### config.mk
export PLATFORM = sky130hd
export DESIGN_NAME = stride_mem_tester
export DESIGN_NICKNAME = d
export VERILOG_FILES = /design/src/rtl/stm_pkg.sv /design/src/rtl/stm_sweep.sv /design/src/rtl/stm_sequencer.sv /design/src/rtl/stm_checker.sv /design/src/rtl/stride_mem_tester.sv
export SDC_FILE = /design/constraint.sdc
export NUM_CORES = 1
export LEC_CHECK = 0
export ABC_AREA = 0
export BUFFER_PORTS_ARGS = -buffer_cell sky130_fd_sc_hd__buf_2
export CORE_UTILIZATION = 54
export DETAILED_ROUTE_END_ITERATION = 12
export PLACE_DENSITY = 0.81
export SLEW_MARGIN = 10
export SYNTH_ARGS = -nofsm -noshare
export SYNTH_HDL_FRONTEND = slang
export SYNTH_SLANG_ARGS = --single-unit
### constraint.sdc
create_clock -name clk -period 2.31 [get_ports clk]
set_input_delay 0 -clock clk [delete_from_list [all_inputs] [get_ports clk]]
set_output_delay 0 -clock clk [all_outputs]
set_load 0.02 [all_outputs]
### src/rtl/stm_pkg.sv
// Shared types for the stride adjacency memory tester.
// Assumes: nothing beyond IEEE 1800-2017 packages.
package stm_pkg;

    // Phase of the test run; one value per kind of sweep.
    typedef enum logic [2:0] {
        ST_IDLE = 3'd0,
        ST_MARK = 3'd1,
        ST_FILL = 3'd2,
        ST_READ = 3'd3,
        ST_FIN  = 3'd4
    } stm_state_e;

endpackage

### src/rtl/stm_sweep.sv
// Address walker for one sweep of the range, with a class counter
// that wraps at the stride and runs in lockstep with the address.
// Assumes: base/last/stride_m1 are held stable for the whole run;
// load restarts the sweep at base with class 0.
module stm_sweep #(
    parameter int ADDR_W   = 8,
    parameter int STRIDE_W = 6
) (
    input  logic                clk,
    input  logic                rst_n,
    input  logic                load,
    input  logic                run,
    input  logic [ADDR_W-1:0]   base,
    input  logic [ADDR_W-1:0]   last,
    input  logic [STRIDE_W-1:0] stride_m1,
    output logic [ADDR_W-1:0]   addr,
    output logic [STRIDE_W-1:0] phase,
    output logic                at_end
);

    // Sweep terminates when the last address is being visited.
    assign at_end = (addr == last);

    // Advance address and wrapping class counter one step per cycle.
    always_ff @(posedge clk) begin
        if (!rst_n) begin
            addr  <= '0;
            phase <= '0;
        end else if (load) begin
            addr  <= base;
            phase <= '0;
        end else if (run) begin
            addr  <= addr + 1'b1;
            phase <= (phase == stride_m1) ? '0 : phase + 1'b1;
        end
    end

    // The class counter never exceeds the stride limit.
    assert_phase_range_R4: assert property (@(posedge clk) disable iff (!rst_n)
        phase <= stride_m1);

    // Inside a sweep the address climbs by one per cycle.
    assert_addr_step_R3: assert property (@(posedge clk) disable iff (!rst_n)
        (run && !load) |=> (addr == $past(addr) + 1'b1));

endmodule

### src/rtl/stm_sequencer.sv
// Run controller: captures the configuration, steps the class offset
// and the inverted-sweep repeat count, and orders the sweeps
// mark -> fill x K -> read for each offset.
// Assumes: sweep_end comes from the sweep walker and is meaningful only
// in the sweeping phases; start is ignored unless idle.
module stm_sequencer
    import stm_pkg::*;
#(
    parameter int ADDR_W   = 8,
    parameter int DATA_W   = 16,
    parameter int STRIDE_W = 6,
    parameter int REP_W    = 3
) (
    input  logic                clk,
    input  logic                rst_n,
    input  logic                start,
    input  logic [STRIDE_W-1:0] cfg_stride,
    input  logic [REP_W-1:0]    cfg_reps,
    input  logic [DATA_W-1:0]   cfg_pattern,
    input  logic [ADDR_W-1:0]   cfg_base,
    input  logic [ADDR_W-1:0]   cfg_last,
    input  logic                sweep_end,
    output stm_state_e          state,
    output logic [STRIDE_W-1:0] offset,
    output logic [STRIDE_W-1:0] stride_m1,
    output logic [ADDR_W-1:0]   base_q,
    output logic [ADDR_W-1:0]   last_q,
    output logic [DATA_W-1:0]   pat_q,
    output logic                sweep_load,
    output logic                sweeping,
    output logic                busy,
    output logic                done
);

    logic [REP_W-1:0] reps_q;
    logic [REP_W-1:0] rep_cnt;

    // Decode phase-level status for the walker and the port.
    always_comb begin
        sweeping   = (state == ST_MARK) || (state == ST_FILL) || (state == ST_READ);
        busy       = (state != ST_IDLE);
        sweep_load = ((state == ST_IDLE) && start) || (sweeping && sweep_end);
    end

    // Phase, offset and repeat bookkeeping for the run.
    always_ff @(posedge clk) begin
        if (!rst_n) begin
            state     <= ST_IDLE;
            offset    <= '0;
            stride_m1 <= '0;
            reps_q    <= '0;
            rep_cnt   <= '0;
            base_q    <= '0;
            last_q    <= '0;
            pat_q     <= '0;
            done      <= 1'b0;
        end else begin
            case (state)
                ST_IDLE: begin
                    if (start) begin
                        stride_m1 <= (cfg_stride == '0) ? '0 : cfg_stride - 1'b1;
                        reps_q    <= (cfg_reps == '0) ? REP_W'(1) : cfg_reps;
                        base_q    <= cfg_base;
                        last_q    <= cfg_last;
                        pat_q     <= cfg_pattern;
                        offset    <= '0;
                        done      <= 1'b0;
                        state     <= ST_MARK;
                    end
                end
                ST_MARK: begin
                    if (sweep_end) begin
                        rep_cnt <= REP_W'(1);
                        state   <= ST_FILL;
                    end
                end
                ST_FILL: begin
                    if (sweep_end) begin
                        if (rep_cnt == reps_q) begin
                            state <= ST_READ;
                        end else begin
                            rep_cnt <= rep_cnt + 1'b1;
                        end
                    end
                end
                ST_READ: begin
                    if (sweep_end) begin
                        if (offset == stride_m1) begin
                            state <= ST_FIN;
                        end else begin
                            offset <= offset + 1'b1;
                            state  <= ST_MARK;
                        end
                    end
                end
                ST_FIN: begin
                    state <= ST_IDLE;
                    done  <= 1'b1;
                end
                default: state <= ST_IDLE;
            endcase
        end
    end

    // The class offset never passes the last class.
    assert_offset_range_R3: assert property (@(posedge clk) disable iff (!rst_n)
        offset <= stride_m1);

    // The repeat counter stays within 1..K while filling.
    assert_rep_range_R5: assert property (@(posedge clk) disable iff (!rst_n)
        (state == ST_FILL) |-> (rep_cnt >= REP_W'(1) && rep_cnt <= reps_q));

    // Completion is only flagged while idle.
    assert_done_idle_R10: assert property (@(posedge clk) disable iff (!rst_n)
        done |-> (state == ST_IDLE));

    // Configuration is frozen once a run is under way.
    assert_cfg_hold_R2: assert property (@(posedge clk) disable iff (!rst_n)
        (busy && $past(busy)) |-> ($stable(pat_q) && $stable(stride_m1) && $stable(base_q)));

endmodule

### src/rtl/stm_checker.sv
// Read-back compare stage: remembers the address of a read request,
// compares the word returned one cycle later, and registers a one-cycle
// mismatch report with address, expected and observed words.
// Assumes: memory returns read data in the cycle after the request;
// the expected word is stable during the run.
module stm_checker #(
    parameter int ADDR_W = 8,
    parameter int DATA_W = 16
) (
    input  logic              clk,
    input  logic              rst_n,
    input  logic              rd_issue,
    input  logic [ADDR_W-1:0] rd_addr,
    input  logic [DATA_W-1:0] expect_word,
    input  logic [DATA_W-1:0] rdata,
    output logic              err_valid,
    output logic [ADDR_W-1:0] err_addr,
    output logic [DATA_W-1:0] err_expected,
    output logic [DATA_W-1:0] err_observed
);

    logic              pend;
    logic [ADDR_W-1:0] pend_addr;

    // Track the outstanding read for one cycle.
    always_ff @(posedge clk) begin
        if (!rst_n) begin
            pend      <= 1'b0;
            pend_addr <= '0;
        end else begin
            pend      <= rd_issue;
            pend_addr <= rd_addr;
        end
    end

    // Compare returned data and latch a report on mismatch.
    always_ff @(posedge clk) begin
        if (!rst_n) begin
            err_valid    <= 1'b0;
            err_addr     <= '0;
            err_expected <= '0;
            err_observed <= '0;
        end else begin
            err_valid <= pend && (rdata != expect_word);
            if (pend && (rdata != expect_word)) begin
                err_addr     <= pend_addr;
                err_expected <= expect_word;
                err_observed <= rdata;
            end
        end
    end

    // A report is only ever the result of a read two cycles earlier.
    assert_err_after_read_R7: assert property (@(posedge clk) disable iff (!rst_n)
        err_valid |-> $past(pend));

    // A reported mismatch never carries equal words.
    assert_err_differs_R7: assert property (@(posedge clk) disable iff (!rst_n)
        err_valid |-> (err_expected != err_observed));

endmodule

### src/rtl/stride_mem_tester.sv
// Stride adjacency memory self-test controller. Joins the sequencer,
// the sweep walker and the compare stage, and forms the memory
// master port from the current phase and class membership.
// Assumes: single-port synchronous RAM with one-cycle read latency;
// cfg_last >= cfg_base.
module stride_mem_tester
    import stm_pkg::*;
#(
    parameter int ADDR_W   = 8,
    parameter int DATA_W   = 16,
    parameter int STRIDE_W = 6,
    parameter int REP_W    = 3
) (
    input  logic                clk,
    input  logic                rst_n,
    input  logic                start,
    input  logic [STRIDE_W-1:0] cfg_stride,
    input  logic [REP_W-1:0]    cfg_reps,
    input  logic [DATA_W-1:0]   cfg_pattern,
    input  logic [ADDR_W-1:0]   cfg_base,
    input  logic [ADDR_W-1:0]   cfg_last,
    output logic                mem_en,
    output logic                mem_we,
    output logic [ADDR_W-1:0]   mem_addr,
    output logic [DATA_W-1:0]   mem_wdata,
    input  logic [DATA_W-1:0]   mem_rdata,
    output logic                busy,
    output logic                done,
    output logic                err_valid,
    output logic [ADDR_W-1:0]   err_addr,
    output logic [DATA_W-1:0]   err_expected,
    output logic [DATA_W-1:0]   err_observed
);

    stm_state_e          state;
    logic [STRIDE_W-1:0] offset;
    logic [STRIDE_W-1:0] stride_m1;
    logic [ADDR_W-1:0]   base_q;
    logic [ADDR_W-1:0]   last_q;
    logic [DATA_W-1:0]   pat_q;
    logic                sweep_load;
    logic                sweeping;
    logic [ADDR_W-1:0]   sw_addr;
    logic [STRIDE_W-1:0] sw_phase;
    logic                sw_end;
    logic                member;
    logic                rd_issue;

    stm_sequencer #(
        .ADDR_W(ADDR_W), .DATA_W(DATA_W), .STRIDE_W(STRIDE_W), .REP_W(REP_W)
    ) u_seq (
        .clk(clk), .rst_n(rst_n), .start(start),
        .cfg_stride(cfg_stride), .cfg_reps(cfg_reps), .cfg_pattern(cfg_pattern),
        .cfg_base(cfg_base), .cfg_last(cfg_last),
        .sweep_end(sw_end),
        .state(state), .offset(offset), .stride_m1(stride_m1),
        .base_q(base_q), .last_q(last_q), .pat_q(pat_q),
        .sweep_load(sweep_load), .sweeping(sweeping),
        .busy(busy), .done(done)
    );

    stm_sweep #(
        .ADDR_W(ADDR_W), .STRIDE_W(STRIDE_W)
    ) u_sweep (
        .clk(clk), .rst_n(rst_n), .load(sweep_load), .run(sweeping),
        .base(sweep_load && !sweeping ? cfg_base : base_q),
        .last(last_q), .stride_m1(stride_m1),
        .addr(sw_addr), .phase(sw_phase), .at_end(sw_end)
    );

    // Drive the memory port from phase and class membership.
    always_comb begin
        member    = (sw_phase == offset);
        mem_addr  = sw_addr;
        mem_wdata = (state == ST_MARK) ? pat_q : ~pat_q;
        mem_we    = (state == ST_MARK) || (state == ST_FILL);
        mem_en    = ((state == ST_MARK) && member) ||
                    ((state == ST_FILL) && !member) ||
                    ((state == ST_READ) && member);
        rd_issue  = (state == ST_READ) && member;
    end

    stm_checker #(
        .ADDR_W(ADDR_W), .DATA_W(DATA_W)
    ) u_chk (
        .clk(clk), .rst_n(rst_n), .rd_issue(rd_issue), .rd_addr(sw_addr),
        .expect_word(pat_q), .rdata(mem_rdata),
        .err_valid(err_valid), .err_addr(err_addr),
        .err_expected(err_expected), .err_observed(err_observed)
    );

    // The memory port is quiet whenever no run is in progress.
    assert_idle_quiet_R9: assert property (@(posedge clk) disable iff (!rst_n)
        !busy |-> !mem_en);

    // Accesses stay within the captured range.
    assert_in_range_R9: assert property (@(posedge clk) disable iff (!rst_n)
        mem_en |-> (mem_addr >= base_q && mem_addr <= last_q));

endmodule

# --- Yosys cells after proc, flatten, opt, wreduce, memory -nomap -nowiden ---
# Cells that the tools add are included.
totals:
  reg_bits: 118
  inputBits: 60
  out_inout_bits: 69
  elab_cells: 93
classes:
  add_sub_neg: 5
  eq_ne: 17
  muxes: 24
  bitwise_logic: 2
  n_reduce_logical: 28
ops:
  columns: ["op", "count"]
  rows:
  - ["$mux 3", 10]
  - ["$mux 6", 5]
  - ["$mux 8", 3]
  - ["$eq 6x6->1", 3]
  - ["$mux 16", 1]
  - ["$ne 16x16->1", 1]
  - ["$not 16->16", 1]
  - ["$add 6x1->6 const B", 2]
  - ["$pmux 3 s4", 1]
  - ["$pmux 6 s2", 1]
  - ["$add 8x1->8 const B", 1]
  - ["$eq 8x8->1", 1]
  - ["$ne 2x1->1 const B", 4]
  - ["$reduce_and 4->1", 2]
  - ["$reduce_bool 2->1", 4]
  - ["$logic_and 1x1->1", 7]
  - ["$eq 3x2->1 const B", 2]
  - ["$logic_not 3->1", 2]
  - ["$logic_not 6->1", 1]
  - ["$ne 2x2->1 const B", 3]
  - ["$pmux 3 s2", 1]
  - ["$sub 6x1->6 const B", 1]
  - ["$logic_or 1x1->1", 5]
  - ["$reduce_and 5->1", 1]
  - ["11 further kinds", 13]

# --- Logic depth before layout (Yosys ltp) ---
logic_depth:
  depth_word: 8
  ltp_mapped: 7
  mapped_depth_nobuf: 6

# --- Cells and area by module ---
# A second synthesis with hierarchy kept.
hier_totals:
  hier_cells: 644
  hier_area_um2: 5670.4
modules_own_cells:
  columns: ["module", "n_inst", "cells_per_inst", "area_per_inst_um2", "seq_area_each_um2"]
  rows:
  - ["stm_sequencer", 1, 292, 2353.5, 1081.0]
  - ["stm_checker", 1, 216, 2065.7, 1001.0]
  - ["stm_sweep", 1, 94, 850.8, 280.3]
  - ["stride_mem_tester", 1, 42, 400.4, 0.0]

# --- Worst setup path after synthesis ---
# Ideal clock, no wire load.
synth_path:
  path_type: "flip-flop to flip-flop"
  startpoint: "register u_sweep.addr[4]"
  endpoint: "register u_sweep.addr[2]"
  setup_time_ns: 0.091
  t_arrival_ns: 1.824
  t_required_ns: 2.219
  setup_slack_ns: 0.395
  path_stages_with_launch: 7
  n_path_buf: 1
  synth_period_minus_slack_ns: 1.915
  path_cell_list: "dfxtp_1 xnor2_1 nand4_2 or2_1 buf_6 a311o_1 a311oi_1"
synth_between:
  elab_chain_cells: 6
  word_cells_on_any_way: 7
  cone_classes: "eq/ne: 1; mux: 2; reduce/logical: 4"
synth_rtl:
  columns: ["item", "line_no", "source"]
  rows:
  - ["from (decl)", "stm_sweep.sv:16", "output logic [ADDR_W-1:0] addr,"]
  - ["from (signal assigned)", "stm_sweep.sv:30", "addr <= base;"]
  - ["from (signal assigned)", "stm_sweep.sv:33", "addr <= addr + 1'b1;"]
  - ["$eq 8x8->1 (*)", "stm_sweep.sv:22", "assign at_end = (addr == last);"]
  - ["$logic_and 1x1->1 (*)", "stm_sequencer.sv:42", "sweep_load = ((state == ST_IDLE) && start) || (sweeping && sweep_end);"]
  - ["$logic_or 1x1->1 (*)", "stm_sequencer.sv:42", null]
  - ["$logic_and 1x1->1", "stride_mem_tester.sv:66", ".base(sweep_load && !sweeping ? cfg_base : base_q),"]
  - ["$mux 8", "stride_mem_tester.sv:66", null]
  - ["$mux 8", "stm_sweep.sv:29", "end else if (load) begin"]
# Every way passes the cells marked *; elsewhere a longest branch is shown, timed or not.
# A chain may end at the register's enable or synchronous reset.

# --- Worst setup path after layout ---
layout_path:
  startpoint: "register u_seq.state[2]"
  endpoint: "output mem_wdata[10]"
layout_between:
  elab_chain_cells: 2
layout_rtl:
  columns: ["item", "line_no", "source"]
  rows:
  - ["from (decl)", "stm_sequencer.sv:23", "output stm_state_e state,"]
  - ["from (signal assigned)", "stm_sequencer.sv:48", "state <= ST_IDLE;"]
  - ["from (signal assigned)", "stm_sequencer.sv:68", "state <= ST_MARK;"]
  - ["from (signal assigned)", "stm_sequencer.sv:74", "state <= ST_FILL;"]
  - ["$eq 3x1->1", "stride_mem_tester.sv:75", "mem_wdata = (state == ST_MARK) ? pat_q : ~pat_q;"]
  - ["$mux 16", "stride_mem_tester.sv:75", null]
  - ["to (decl)", "stride_mem_tester.sv:25", "output logic [DATA_W-1:0] mem_wdata,"]
# Every way passes these cells.

==> impl_metrics.ini <==
[yosys]
synth.most_common_cell = nand2_1
synth_nets = 729
avgSynthCellArea_um2 = 8.13
synth_ff_type = dfxtp_1
synth_top_area_share_pct = 43.8
ys_types = 51
synth_edf_count = 0
ys_seq_area_share_pct = 43.8
async_flop_share_pct = 0
yosys-top-cells-count = nand2_1, dfxtp_1, nand3_1
syn-cell-area_um2 = 5390
synth_area_leaders = dfxtp_1, nand2_1, xnor2_1, nand3_1, o21ai_0
syn_inst = 663
ys_warn_count = 0
ys_ff_latch = 118
synth_top_cell_by_area = dfxtp_1

[setup_path]
critPathMaxStageDelay_ns = 0.60
r2r_cells = 5
path_class = reg2out
cp.depth = 5
startpoint_type = flop
cp-end-kind = primary output
regToRegSetupSlack_ns = 0.25
crit_fanout = 16
critical_path.slowest_cell = dfxtp_1
cp_cell_sequence = nand2b_1 -> nor2_2 -> buf_4 -> xnor2_1 -> buf_2
critPathBufInv = 2
timing.rr.end = u_sweep.addr[2]
regToRegStartpoint = u_sweep.addr[5]
path_delay_family = flip-flops
worst_ep_arrival_time_ns = 2.11
setup.worst_path.end = mem_wdata[10]
crit_start = u_seq.state[2]
required_ns = 2.31

[cts]
clk_pin_slew_ns = 0.06
cts_tree = yes
cts.sinks = 118
clk_latency_ns = 0.51
numCtsBuffers = 17
post_cts.repair.setup_buffers = 0
htree_num_levels = 4
clk_path_buf_depth = 2
cts-root-buf = clkbuf_8

[timing]
timing.fmax_mhz = 475
holdWs_ns = 0.271
max-slew-margin-rel_pct = 54.5
hold_violations = 0
finalWorstSetupSlack_ns = 0.203
min_period_ns = 2.11
rsz0062_at_grt = no
worst_pin_slew_ns = 0.680
fin_worst_skew_ns = 0.00713
setup_violations = 0
tns_ns = 0
period_share_pct = 91.2
drv_slew = 0

[route]
wl_per_cell_um = 16.3
route.met3.wl_um = 1300
antenna_left = 0
highest-signal-layer = met4
finalWirelength_um = 16200
vias_per_cell = 5.65
wl_met2_um = 8170
wl_met1_um = 6320
drt_iter0_drc = 486
drc_errors = 0
drt-pass1-iter-count = 6
dr_total_vias = 5629

[flow_run]
cap_violations = 0

[final_layout]
final_util_pct = 76.9
post-route-cell-area_um2 = 7480
diodes = 0
syn2layout_area_growth_pct = 38.8
fillers = 639
final_layout_size_suffix_gt1_share_pct = 22.4
final_cells = 996
nets = 916

[floorplanning]
dieArea_um2 = 10400
coreArea_um2 = 9730
initial_utilization_pct = 55.4
die_w_um = 102
ioPinCount = 129
die_h_um = 102
rows = 36

[global_routing]
grt_pass1_wl_um = 25300
track_usage_pct = 31.6
grt_remaining_overflow = 0
grt_max_degree = 56
antenna_found_initial = 0
first_global_vias = 5313

[worst_hold_path]
min_path_type = in2reg

[place]
post_dp_cell_area_um2 = 6180
pre_cts_ws_ns = 0.325
dp_hpwl_um = 9940
gp_congestion = 0.905
dp_cells = 898
io_buffer_count = 128

[run_status]
status = finished clean

[pwr]
p_total_mw = 8.07
p_leak_nw = 3.11
vdd_drop_max_mv = 0.535
power.density_nw_per_um2 = 1080
==> sequential cells by signal (all words and copies together) (netlist names) <==
name	flops
u_chk.err_addr	8
u_seq.rep_cnt	3
u_seq.last_q	8
u_chk.err_observed	16
u_seq.reps_q	3
u_seq.done	1
u_seq.offset	6
u_chk.pend_addr	8
u_chk.err_valid	1
u_seq.base_q	8
u_sweep.phase	6
u_sweep.addr	8
u_chk.err_expected	16
u_seq.state	3
u_chk.pend	1
u_seq.stride_m1	6
u_seq.pat_q	16
==> cell usage in the layout (no fill, tap or decap), types with 6 or more instances in the layout <==
cell / synthesis / layout
nor3_1: 18 / 17
dfxtp_1: 118 / 117
a31oi_1: 8 / 8
xor2_1: 20 / 20
a21oi_1: 42 / 42
buf_2: 12 / 127
dlygate4sd3_1: 0 / 66
o21ai_0: 50 / 50
ha_1: 6 / 6
and2_1: 9 / 9
nand3_1: 57 / 56
buf_4: 0 / 20
nand2_1: 132 / 132
inv_1: 6 / 6
xnor2_1: 52 / 52
nor2_1: 30 / 29
clkbuf_16: 0 / 16
nand4_1: 11 / 11
==> worst min-delay path by stage <==
stage / from / to / cells past startpoint / slack [ns]
6_report: cfg_last[1] / u_seq.last_q[1] / 4 / 0.27
3_5_place_dp: cfg_last[0] / u_seq.last_q[0] / 3 / 0.25
5_1_grt: cfg_pattern[11] / u_seq.pat_q[11] / 4 / 0.28
2_1_floorplan: cfg_base[0] / u_seq.base_q[0] / 2 / 0.14
3_3_place_gp: cfg_last[5] / u_seq.last_q[5] / 3 / 0.24
4_1_cts: cfg_last[0] / u_seq.last_q[0] / 4 / 0.26
==> area by class of cell <==
class	count	area [um2]	area share (%)
multi-input cells	493	2850	38.0
clock buffers	19	432	5.77
inverters	7	30.0	0.401
flip-flops and latches	118	2360	31.6
clock inverters	13	201	2.69
repair buffers	213	1450	19.3
well taps	133	166	2.22
==> logic make-up (layout without fill, tap and decap cells) <==
kind of cell | count (synthesis) | after routing | share of synthesized area (%)
multiplexers | 4 | 4 | 0.742
adder cells (fa/ha/maj) | 6 | 6 | 1.39
AND/OR/NAND/NOR | 275 | 275 | 23.1
AO/OA/AOI/OAI | 136 | 136 | 15.2
buffers and inverters | 52 | 252 | 4.04
XOR/XNOR | 72 | 72 | 11.7
flip-flops | 118 | 118 | 43.8
==> layer usage <==
layer	track usage [%]	up-vias
li1	-	2660
met1	35.5	2609
met2	56.2	310
met3	8.62	50
met4	13.5	0
met5	0	-
==> power breakdown <==
group | switching (mW) | internal (mW) | total (mW)
clock | 0.933 | 1.88 | 2.82
sequential | 0.286 | 2.27 | 2.55
combinational | 1.66 | 1.04 | 2.70
==> worst min-delay path, cell delays in order <==
cell,delay (ns)
dlygate4sd3_1,0.53
buf_2,0.12
nand2_1,0.05
a21oi_1,0.05
==> what timing repair did <==
item | 4_1_cts | 5_1_grt
endpoints found under the hold margin | 78 | 0
cloned | 0 | 0
hold buffers | 66 | 0
resized for setup | 1 | 2
setup endpoints to repair | 1 | 1
No activity file was read; power rests on OpenSTA's default activity.
